File: src/rtl/pscan_pkg.sv
package pscan_pkg;
  localparam int BLK_W = 4;
  typedef logic [BLK_W-1:0] blk_t;
endpackage

File: src/rtl/pscan_clkdiv.sv
module pscan_clkdiv #(
  parameter int DIV_RATIO = 10
) (
  input  logic clk,
  input  logic rst,
  input  logic run,
  output logic tick
);
  localparam int CNT_W = (DIV_RATIO > 1) ? $clog2(DIV_RATIO) : 1;
  localparam logic [CNT_W-1:0] LAST = CNT_W'(DIV_RATIO - 1);

  logic [CNT_W-1:0] cnt;

  always_ff @(posedge clk) begin
    if (rst || !run) cnt <= '0;
    else if (cnt == LAST) cnt <= '0;
    else cnt <= cnt + 1'b1;
  end

  assign tick = run && (cnt == LAST);

  generate
    if (DIV_RATIO > 1) begin : g_gap
      a_r3_tick_gap: assert property (@(posedge clk) disable iff (rst)
        tick |=> !tick);
      a_r3_no_early_tick: assert property (@(posedge clk) disable iff (rst)
        $rose(run) |-> !tick);
    end
  endgenerate
endmodule

File: src/rtl/pscan_ctrl.sv
module pscan_ctrl
  import pscan_pkg::*;
#(
  parameter int NUM_BLK  = 10,
  parameter int WIN_ROWS = 8
) (
  input  logic clk,
  input  logic rst,
  input  logic part_en,
  input  logic pwr_off,
  input  blk_t blk_code,
  input  logic dir_up,
  input  logic tick,
  output logic mode_act,
  output blk_t blk_cur,
  output logic dir_cur,
  output logic [((WIN_ROWS > 1) ? $clog2(WIN_ROWS) : 1)-1:0] row
);
  localparam int ROW_W = (WIN_ROWS > 1) ? $clog2(WIN_ROWS) : 1;
  localparam logic [ROW_W-1:0] ROW_LAST = ROW_W'(WIN_ROWS - 1);
  localparam blk_t NUM_BLK_B = BLK_W'(NUM_BLK);

  blk_t blk_pend, pend_nx;
  logic frame_end, load_win;

  always_comb begin
    pend_nx = (blk_code < NUM_BLK_B) ? blk_code : blk_pend;
  end

  assign frame_end = tick && (row == ROW_LAST);
  assign load_win  = !mode_act || frame_end;

  always_ff @(posedge clk) begin
    if (rst) begin
      mode_act <= 1'b0;
      blk_pend <= '0;
      blk_cur  <= '0;
      dir_cur  <= 1'b1;
      row      <= '0;
    end else begin
      mode_act <= part_en && pwr_off;
      blk_pend <= pend_nx;
      if (load_win) begin
        blk_cur <= pend_nx;
        dir_cur <= dir_up;
      end
      if (!mode_act) row <= '0;
      else if (tick) row <= (row == ROW_LAST) ? '0 : row + 1'b1;
    end
  end

  a_r2_entry_needs_power_off: assert property (@(posedge clk) disable iff (rst)
    $rose(mode_act) |-> $past(pwr_off) && $past(part_en));
  a_r9_window_code_valid: assert property (@(posedge clk) disable iff (rst)
    blk_cur < NUM_BLK_B);
  a_r10_window_held_in_frame: assert property (@(posedge clk) disable iff (rst)
    (mode_act && $past(mode_act) && !$past(frame_end))
      |-> ($stable(blk_cur) && $stable(dir_cur)));
  a_r4_row_held_between_ticks: assert property (@(posedge clk) disable iff (rst)
    (mode_act && $past(mode_act) && !$past(tick)) |-> $stable(row));
endmodule

File: src/rtl/pscan_decode.sv
module pscan_decode
  import pscan_pkg::*;
#(
  parameter int NUM_LINES = 80,
  parameter int WIN_ROWS  = 8
) (
  input  logic clk,
  input  logic rst,
  input  logic act,
  input  blk_t blk,
  input  logic dir,
  input  logic [((WIN_ROWS > 1) ? $clog2(WIN_ROWS) : 1)-1:0] row,
  output logic [NUM_LINES-1:0] com_sel,
  output logic [NUM_LINES-1:0] com_lvl
);
  localparam int NUM_BLK = NUM_LINES / WIN_ROWS;
  localparam int HALF    = NUM_BLK / 2;

  int blk_i, idx_i, line_i, lo_i;

  always_comb begin
    blk_i = int'(blk);
    idx_i = dir ? int'(row) : (WIN_ROWS - 1 - int'(row));
    if (blk_i < HALF) begin
      lo_i   = blk_i * WIN_ROWS;
      line_i = lo_i + idx_i;
    end else begin
      lo_i   = NUM_LINES - (blk_i - HALF + 1) * WIN_ROWS;
      line_i = NUM_LINES - 1 - (blk_i - HALF) * WIN_ROWS - idx_i;
    end
  end

  generate
    for (genvar i = 0; i < NUM_LINES; i++) begin : g_line
      assign com_sel[i] = act && (line_i == i);
      assign com_lvl[i] = act && (i >= lo_i) && (i < lo_i + WIN_ROWS);
    end
  endgenerate

  a_r4_single_line: assert property (@(posedge clk) disable iff (rst)
    act |-> ($countones(com_sel) == 1));
  a_r8_window_width: assert property (@(posedge clk) disable iff (rst)
    act |-> ($countones(com_lvl) == WIN_ROWS));
  a_r8_sel_inside_window: assert property (@(posedge clk) disable iff (rst)
    (com_sel & ~com_lvl) == '0);
  a_r2_dark_when_idle: assert property (@(posedge clk) disable iff (rst)
    !act |-> ($onehot0(com_sel) && (com_lvl == '0)));
endmodule

File: src/rtl/pscan_seq.sv
module pscan_seq
  import pscan_pkg::*;
#(
  parameter int NUM_LINES = 80,
  parameter int WIN_ROWS  = 8,
  parameter int DIV_RATIO = 10,
  parameter int CON_W     = 3
) (
  input  logic                 clk,
  input  logic                 rst,
  input  logic                 part_en,
  input  logic                 pwr_off,
  input  logic [BLK_W-1:0]     blk_code,
  input  logic                 dir_up,
  input  logic [CON_W-1:0]     contrast,
  output logic [NUM_LINES-1:0] com_sel,
  output logic [NUM_LINES-1:0] com_lvl,
  output logic                 frame_start,
  output logic                 scan_en,
  output logic [CON_W-1:0]     contrast_q
);
  localparam int NUM_BLK = NUM_LINES / WIN_ROWS;
  localparam int ROW_W   = (WIN_ROWS > 1) ? $clog2(WIN_ROWS) : 1;

  logic             mode_act;
  blk_t             blk_cur;
  logic             dir_cur;
  logic [ROW_W-1:0] row;

  pscan_clkdiv #(.DIV_RATIO(DIV_RATIO)) u_div (
    .clk  (clk),
    .rst  (rst),
    .run  (mode_act),
    .tick (scan_en)
  );

  pscan_ctrl #(.NUM_BLK(NUM_BLK), .WIN_ROWS(WIN_ROWS)) u_ctrl (
    .clk      (clk),
    .rst      (rst),
    .part_en  (part_en),
    .pwr_off  (pwr_off),
    .blk_code (blk_code),
    .dir_up   (dir_up),
    .tick     (scan_en),
    .mode_act (mode_act),
    .blk_cur  (blk_cur),
    .dir_cur  (dir_cur),
    .row      (row)
  );

  pscan_decode #(.NUM_LINES(NUM_LINES), .WIN_ROWS(WIN_ROWS)) u_dec (
    .clk     (clk),
    .rst     (rst),
    .act     (mode_act),
    .blk     (blk_cur),
    .dir     (dir_cur),
    .row     (row),
    .com_sel (com_sel),
    .com_lvl (com_lvl)
  );

  assign frame_start = mode_act && (row == '0);

  always_ff @(posedge clk) begin
    if (rst) contrast_q <= '0;
    else     contrast_q <= mode_act ? contrast : '0;
  end

  a_r11_frame_start_once: assert property (@(posedge clk) disable iff (rst)
    (frame_start && scan_en) |=> !frame_start);
  a_r12_contrast_zero_idle: assert property (@(posedge clk) disable iff (rst)
    (!mode_act && !$past(mode_act)) |-> (contrast_q == '0));
endmodule

File: config.mk
export PLATFORM = sky130hd
export DESIGN_NAME = pscan_seq
export DESIGN_NICKNAME = d
export VERILOG_FILES = /design/src/rtl/pscan_pkg.sv /design/src/rtl/pscan_clkdiv.sv /design/src/rtl/pscan_ctrl.sv /design/src/rtl/pscan_decode.sv /design/src/rtl/pscan_seq.sv
export SDC_FILE = /design/constraint.sdc
export NUM_CORES = 1
export LEC_CHECK = 0
export BUFFER_PORTS_ARGS = -buffer_cell sky130_fd_sc_hd__buf_2
export CORE_MARGIN = 2
export CORE_UTILIZATION = 44
export DETAILED_ROUTE_END_ITERATION = 12
export PLACE_DENSITY = 0.76
export SETUP_SLACK_MARGIN = 0.05
export SLEW_MARGIN = 10
export SYNTH_ARGS = -nofsm -noshare
export SYNTH_HDL_FRONTEND = slang
export SYNTH_SLANG_ARGS = --single-unit
File: constraint.sdc
create_clock -name clk -period 5.55 [get_ports clk]
set_clock_uncertainty 0.1 [all_clocks]
set_input_delay 1.11 -clock clk [delete_from_list [all_inputs] [get_ports clk]]
set_output_delay 1.11 -clock clk [all_outputs]
set_load 0.03 [all_outputs]
==> reports/qor.csv, run 1 <==
stage,metric,value,unit
grt,grt_max_degree,27,
routing,vias,4722,
place,dp_hpwl,9900,µm
place,placed_area,4810,µm²
critical_path,timing.critical_path.slowest_stage_cell,or3b_2,
finish,syn_to_final_growth,27.0,%
critical_path,worstSetupStartpointType,flip-flop,
finish,final_cells,821,
floorplanning,start_util,45.3,%
grt,grt_pass1_vias,4003,
cts,cts_max_level,1,
routing,wl_per_cell,15.4,µm
critical_path,rr_endpoint,u_ctrl.blk_cur[3]$_SDFFE_PP0P_,
timing,final_period_minus_worst_setup_slack,5400,ps
synth,synth_area,3950,µm²
cts,cts_num_sinks,20,
timing,worst_pin_slew,945,ps
critical_path,crit_type,reg2out,
cts,clkTransAtPathRegs,70,ps
timing,rsz0062_at_grt,true,
cts,clockBufferDepth,2,
flow_run,drv_cap,0,
timing,final.period_utilization,97.2,%
routing,vias_per_cell,5.75,
timing,tns,0,ps
cts,hold_buffers,0,
synth,ys_async_sr_fraction,0,%
min_path,holdPathStages,1,
routing,drtAntennaViolNets,0,
critical_path,r2r_slack,3560,ps
min_path,holdCritStartpoint,u_div.cnt[0]$_SDFF_PP0_,
floorplanning,die_x,98.8,µm
floorplanning,core_area,8720,µm²
finish,fin_nets,753,
timing,max_freq,185,MHz
synth,synth_cell_types,70,
power_and_ir_drop,p_total,829,µW
critical_path,arrival,4190,ps
cts,clock_latency,250,ps
critical_path,r2r-start,u_ctrl.mode_act$_SDFF_PP0_,
timing,hold_viol,0,
timing,finalMaxSlewViolations,0,
power_and_ir_drop,powerDensity,165,nW/µm²
finish,final_common_cell,buf_2,
finish,antenna_cells,0,
synth,synthFlopType,dfxtp_1,
finish,final_cell_area,5020,µm²
synth,ys_warn_count,0,
synth,syn_area_per_cell,6.66,µm²
finish,final_cell_mix,"buf_2 (160), nor2_1 (125), buf_4 (44)",
finish,fillers,812,
synth,synth_edf_count,0,
power_and_ir_drop,vdd_drop_max,0.000199,V
floorplanning,die_y,98.8,µm
floorplanning,rows,34,
outcome,status,"complete, no violations",
routing,drc,0,
place,port_buffers,176,
grt,grt_pass1_wl,19700,µm
min_path,min_to,u_div.cnt[0]$_SDFF_PP0_,
synth,syn_inst,594,
critical_path,cp_max_fo,9,
finish,drive_gt1_share,38.3,%
grt,antenna_found_initial,0,
power_and_ir_drop,power.leakage,2.41,nW
critical_path,r2r.worst_path.cells,3,
synth,synth_area_leader_cell,nor2_1,
min_path,min_path_type,reg2reg,
floorplanning,io_pins,177,
critical_path,endpoint_kind,output pin,
cts,root_buffer,clkbuf_8,
synth,synth_nets,633,
critical_path,critPathMaxStageDelay,450,ps
synth,synth_area_leaders,"nor2_1 (12%), buf_4 (12%), dfxtp_1 (10%)",
cts,cts_tree,done,
timing,finalSetupViolCount,0,
place,gp_congestion,0.954,
synth,netlist.area_leader.share,11.9,%
synth,ys_seq_area_share,10.1,%
critical_path,required,4340,ps
critical_path,path_cells,"clkinvlp_4, ha_4, nand2b_4, a31oi_4, nor2_1, ha_1, or3b_2, a2111o_1, nor3_1, buf_4, o221ai_1, o21ai_0, nand3_1, a21oi_4, buf_2",
grt,grt.overflow.total,0,
synth,synth-seq-cells,20,
timing,max_slew_margin,36.9,%
routing,first_pass_iters,5,
finish,final_core_util,57.6,%
place,place_inst,810,
grt,grtUsageTotal,23.5,%
floorplanning,die-area,9760,µm²
routing,totalWireLength,12600,µm
cts,cts-buffers-inserted,3,
routing,drtIter0Drc,505,
==> cells in the mapped netlist (all sizes together) (4+ instances only) <==
| master | instances |
|---|---|
| a211oi | 10 |
| a21o | 5 |
| a21oi | 34 |
| a311oi | 6 |
| a31oi | 12 |
| buf | 72 |
| clkbuf | 22 |
| dfxtp | 20 |
| ha | 27 |
| inv | 25 |
| mux2i | 7 |
| nand2 | 32 |
| nand2b | 12 |
| nand3 | 23 |
| nand4 | 4 |
| nor2 | 125 |
| nor2b | 6 |
| nor3 | 13 |
| nor4 | 4 |
| o2111ai | 4 |
| o211ai | 11 |
| o21ai | 29 |
| o221ai | 4 |
| o31ai | 4 |
| or2 | 9 |
| or3 | 5 |
| xnor2 | 12 |
| xor2 | 8 |
==> layout make-up <==
type | count | area (µm²) | area share, %
flip-flops and latches | 20 | 409 | 8.15
multi-input cells | 454 | 3120 | 62.1
clock inverters | 1 | 30.0 | 0.598
inverters | 26 | 101 | 2.02
repair buffers | 209 | 1190 | 23.7
well taps | 108 | 135 | 2.69
clock buffers | 3 | 41.3 | 0.822
==> sequential cells by signal (all words and copies together) (netlist names) <==
name	flops
u_div.cnt	4
u_ctrl.row	3
u_ctrl.dir_cur	1
contrast_q	3
u_ctrl.blk_pend	4
u_ctrl.blk_cur	4
u_ctrl.mode_act	1
==> report_power, final <==
part	leakage [nW]	internal (mW)	total, mW	switching [mW]
Sequential	0.165	0.148	0.155	0.00689
Combinational	2.21	0.177	0.532	0.355
Clock	0.0357	0.0962	0.142	0.0459
==> stage by stage <==
step	setup slack, ps	hold slack, ps
floorplan	54.9	333
global placement	489	348
detailed placement	434	358
CTS	138	371
global route	23.7	407
finish	154	365
==> worst max path at each step <==
stage	from	endpoint	slack, ps	cells past startpoint
global placement	u_ctrl.blk_cur[2]$_SDFFE_PP0P_	com_lvl[69]	490	14
CTS	u_ctrl.blk_cur[0]$_SDFFE_PP0P_	com_lvl[71]	140	14
detailed placement	u_ctrl.blk_cur[2]$_SDFFE_PP0P_	com_lvl[71]	430	14
global route	u_ctrl.blk_cur[2]$_SDFFE_PP0P_	com_lvl[5]	20	15
floorplan	u_ctrl.blk_cur[0]$_SDFFE_PP0P_	com_lvl[66]	50	17
finish	u_ctrl.blk_cur[0]$_SDFFE_PP0P_	com_lvl[17]	150	15
==> per-layer routing <==
| metal | GRT usage, % | vias up | wire length (µm) |
|---|---|---|---|
| li1 | - | 2267 | - |
| met1 | 32.9 | 2204 | 5520 |
| met2 | 40.7 | 232 | 6150 |
| met3 | 1.13 | 19 | 805 |
| met4 | 3.48 | 0 | 150 |
| met5 | 0 | - | 0 |
==> repair_timing <==
action / in CTS / in global routing
gates resized for setup: 0 / 41
setup endpoints to repair: 0 / 130
setup buffers: 0 / 5
==> worst max-delay path, delay by kind of cell (launching register included) <==
family,cells,cell delay (ps)
adder cells (fa/ha/maj),2,460
AND/OR/NAND/NOR,5,1090
flip-flops,1,390
buffers and inverters,3,530
AO/OA/AOI/OAI,5,1460
==> cells by family (layout without fill, tap and decap cells) <==
group / after synthesis / in the layout / synth area share (%)
compound gates: 142 / 142 / 25.8
xor+xnor: 20 / 20 / 4.43
fa+ha+maj: 27 / 27 / 8.54
buf+inv: 120 / 239 / 17.9
flops: 20 / 20 / 10.1
mux: 10 / 10 / 2.63
simple gates: 255 / 255 / 30.6
Note: power is estimated with default switching activity, not from simulation.
==> inputs of run 2 (changes only) <==
Settings changed: CORE_MARGIN 2 to 5, PLACE_DENSITY 0.76 to 0.77, SYNTH_HIERARCHICAL set to 1.
==> run 2 against run 1 <==
Net effect:
- global-route usage down 0.99 points
- power up 23%
- register-to-register slack worse by 380 ps
- synthesized area down 2.9%
- flip-flop and latch count unchanged
- largest cell class unchanged
==> reports/qor.csv, run 2 <==
stage,metric,value,unit,change
synth,synth_area_leader_cell,nor2_1,,
timing,final.period_utilization,99.4,%,+2.2 points
grt,grt_max_degree,19,,-30%
timing,hold_viol,0,,unchanged
synth,ys_seq_area_share,10.4,%,+0.30 points
synth,synth_adder_area_share,6.84,%,-1.7 points
synth,synth_edf_count,0,,unchanged
place,gp_congestion,0.995,,+4.3%
critical_path,arrival,4310,ps,+120 ps
floorplanning,rows,34,,unchanged
synth,synthXorXnorAreaFrac,4.33,%,-0.097 points
synth,netlist.area_leader.share,13.2,%,+1.3 points
routing,vias,4841,,+2.5%
synth,ys_async_sr_fraction,0,%,unchanged
cts,clkTransAtPathRegs,80,ps,about the same
critical_path,r2r-start,u_ctrl/mode_act$_SDFF_PP0_,,
routing,totalWireLength,14100,µm,+11%
floorplanning,die_x,103,µm,+4.7%
critical_path,worstSetupStartpointType,flip-flop,,
floorplanning,core_area,8590,µm²,-1.5%
critical_path,critPathBufInv,3,,unchanged
critical_path,r2r.worst_path.cells,3,,unchanged
synth,synth_area_leaders,"nor2_1 (13%), buf_4 (12%), dfxtp_1 (10%)",,
routing,drc,0,,unchanged
finish,final_core_util,63.2,%,+5.6 points
synth,synth_top_family_by_area,simple AND/OR/NAND/NOR gates,,
outcome,status,"complete, no violations",,
cts,clock_latency,260,ps,about the same
critical_path,r2r_slack,3180,ps,-380 ps
timing,rsz0062_at_grt,true,,
grt,grtUsageTotal,22.5,%,-0.99 points
timing,final_period_minus_worst_setup_slack,5520,ps,+122 ps
critical_path,rr_endpoint,u_ctrl/blk_cur[1]$_SDFFE_PP0P_,,
place,dp_hpwl,10500,µm,+5.8%
critical_path,endpoint_kind,output pin,,
grt,grt_pass1_wl,20000,µm,+1.4%
cts,root_buffer,clkbuf_8,,
place,place_ws,74.0,ps,-360 ps
timing,finalSetupViolCount,0,,unchanged
grt,antenna_found_initial,1,,+1
floorplanning,start_util,44.7,%,-0.65 points
timing,tns,0,ps,unchanged
cts,hold_buffers,0,,unchanged
finish,syn_to_final_growth,41.3,%,
synth,yosys.area_share.simple,36.6,%,+6.0 points
floorplanning,die_y,103,µm,+4.7%
power_and_ir_drop,powerDensity,188,nW/µm²,+14%
finish,fin_nets,767,,+1.9%
power_and_ir_drop,vdd_drop_max,0.000326,V,+63%
critical_path,crit_family,simple AND/OR/NAND/NOR gates,,
finish,final_common_cell,nor2_1,,
timing,worst_pin_slew,1130,ps,+190 ps
critical_path,critPathMaxStageDelay,590,ps,+140 ps
floorplanning,die-area,10700,µm²,+9.6%
critical_path,timing.critical_path.slowest_stage_cell,or4b_4,,
critical_path,critPathLaunch,u_ctrl/blk_cur[0]$_SDFFE_PP0P_,,
synth,synth-seq-cells,20,,unchanged
power_and_ir_drop,power.leakage,2.67,nW,+11%
synth,synth_nets,611,,-3.5%
synth,syn_area_per_cell,6.64,µm²,-0.19%
cts,cts_num_sinks,20,,unchanged
routing,wl_per_cell,16.7,µm,+8.7%
timing,max_slew_margin,24.2,%,-13 points
synth,synthFlopType,dfxtp_1,,
timing,worst_slack,32.7,ps,-122 ps
critical_path,cp-endpoint,com_lvl[47],,
critical_path,cp.depth,13,,-2
synth,ys_top_cells_by_count,"nor2_1 (135), buf_4 (61), nand2_1 (53), clkbuf_1 (21), ha_1 (21)",,
synth,muxShareOfSynthArea,3.10,%,+0.47 points
finish,antenna_cells,0,,unchanged
synth,synth_compound_area_share,21.8,%,-4.0 points
timing,max_freq,181,MHz,-2.2%
cts,cts_tree,done,,
finish,reg_top3,"u_ctrl/blk_cur: 4 flops, u_ctrl/blk_pend: 4 flops, u_div/cnt: 4 flops",,
grt,grt_pass1_vias,4319,,+7.9%
routing,drtAntennaViolNets,0,,unchanged
finish,fillers,743,,-8.5%
cts,clockBufferDepth,2,,unchanged
synth,synth_cell_types,74,,+5.7%
critical_path,crit_type,reg2out,,
synth,syn_inst,578,,-2.7%
min_path,min_path_type,reg2reg,,
cts,cts_max_level,1,,unchanged
timing,hold_ws,387,ps,+21.9 ps
routing,drtIter0Drc,331,,-34%
critical_path,required,4340,ps,about the same
place,port_buffers,176,,unchanged
flow_run,drv_cap,0,,unchanged
floorplanning,io_pins,177,,unchanged
grt,grt.overflow.total,0,,unchanged
routing,vias_per_cell,5.76,,about the same
synth,synth_area,3840,µm²,-2.9%
critical_path,cp_max_fo,7,,-2
routing,first_pass_iters,9,,+4
finish,final_cell_mix,"nor2_1 (133), buf_2 (121), buf_4 (70)",,
timing,finalMaxSlewViolations,0,,unchanged
synth,ys_warn_count,6,,+6
critical_path,path_cells,"inv_2, ha_4, nand2b_1, mux2i_4, mux2_2, nor3_2, o2111ai_2, o311a_1, or4b_4, or2_4, buf_6, o221a_4, buf_4",,
finish,drive_gt1_share,41.9,%,+3.6 points
cts,cts-buffers-inserted,3,,unchanged
synth,post-synth-top-count-cell,nor2_1,,
-- run 2: cell count changes after synthesis, sizes merged, moves of 6 or more --
cell,change
o311a,+7
nor2,+11
a31oi,-9
or2,-6
a21oi,-24
o221a,+8
a211oi,-7
and2,+9
inv,-10
nand3b,+6
o211ai,-9
nand2,+21
o21ai,-9
ha,-6
-- run 2: area by class of cell --
| type | count | area (µm²) | share of cell area, % |
|---|---|---|---|
| Sequential cell | 20 | 405 | 7.47 |
| Clock buffer | 3 | 41.3 | 0.761 |
| Multi-Input combinational cell | 454 | 3080 | 56.7 |
| Inverter | 15 | 58.8 | 1.08 |
| Timing Repair Buffer | 240 | 1680 | 30.9 |
| Clock inverter | 1 | 30.0 | 0.553 |
| Tap cell | 108 | 135 | 2.49 |
-- run 2: how the worst min path moves through the flow --
stage,endpoint,depth (start not counted),start
floorplan,u_div/cnt[0]$_SDFF_PP0_,1,u_div/cnt[0]$_SDFF_PP0_
global placement,u_div/cnt[0]$_SDFF_PP0_,1,u_div/cnt[0]$_SDFF_PP0_
detailed placement,u_div/cnt[0]$_SDFF_PP0_,1,u_div/cnt[0]$_SDFF_PP0_
CTS,u_div/cnt[0]$_SDFF_PP0_,1,u_div/cnt[0]$_SDFF_PP0_
global route,u_div/cnt[0]$_SDFF_PP0_,1,u_div/cnt[0]$_SDFF_PP0_
finish,u_div/cnt[0]$_SDFF_PP0_,1,u_div/cnt[0]$_SDFF_PP0_
-- run 2: routing by layer --
layer	GRT usage, %	vias to the layer above	wire length, µm
li1	-	2273	-
met4	6.67	2	378
met1	28.4	2250	5150
met5	0	-	7
met2	40.8	263	7380
met3	1.48	53	1140
-- run 2: kinds of logic (layout without fill, tap and decap cells) --
kind of cell / after synthesis / after routing
simple gates: 295 / 296
xor+xnor: 19 / 19
mux: 11 / 11
buf+inv: 105 / 259
compound gates: 107 / 107
flops: 20 / 20
fa+ha+maj: 21 / 21
-- run 2: through the flow --
stage               total power, mW  cells  area [µm²]
detailed placement            0.767    819        4750
global placement              0.754    819        4750
finish                         1.02    841        5430
CTS                           0.949    832        5050
floorplan                     0.633    578        4000
global route                   1.08    841        5430
-- run 2: timing repair --
action	in CTS	in global routing
buffers inserted	8	9
endpoints found under the setup margin	78	80
pin swaps	7	22
gates cloned	1	0
gates resized for setup	42	120
-- run 2: power by group --
group	leakage, nW	switching (mW)	total (mW)	internal, mW
Combinational	2.47	0.429	0.722	0.293
Clock	0.0357	0.0479	0.144	0.0963
Sequential	0.164	0.00522	0.154	0.148
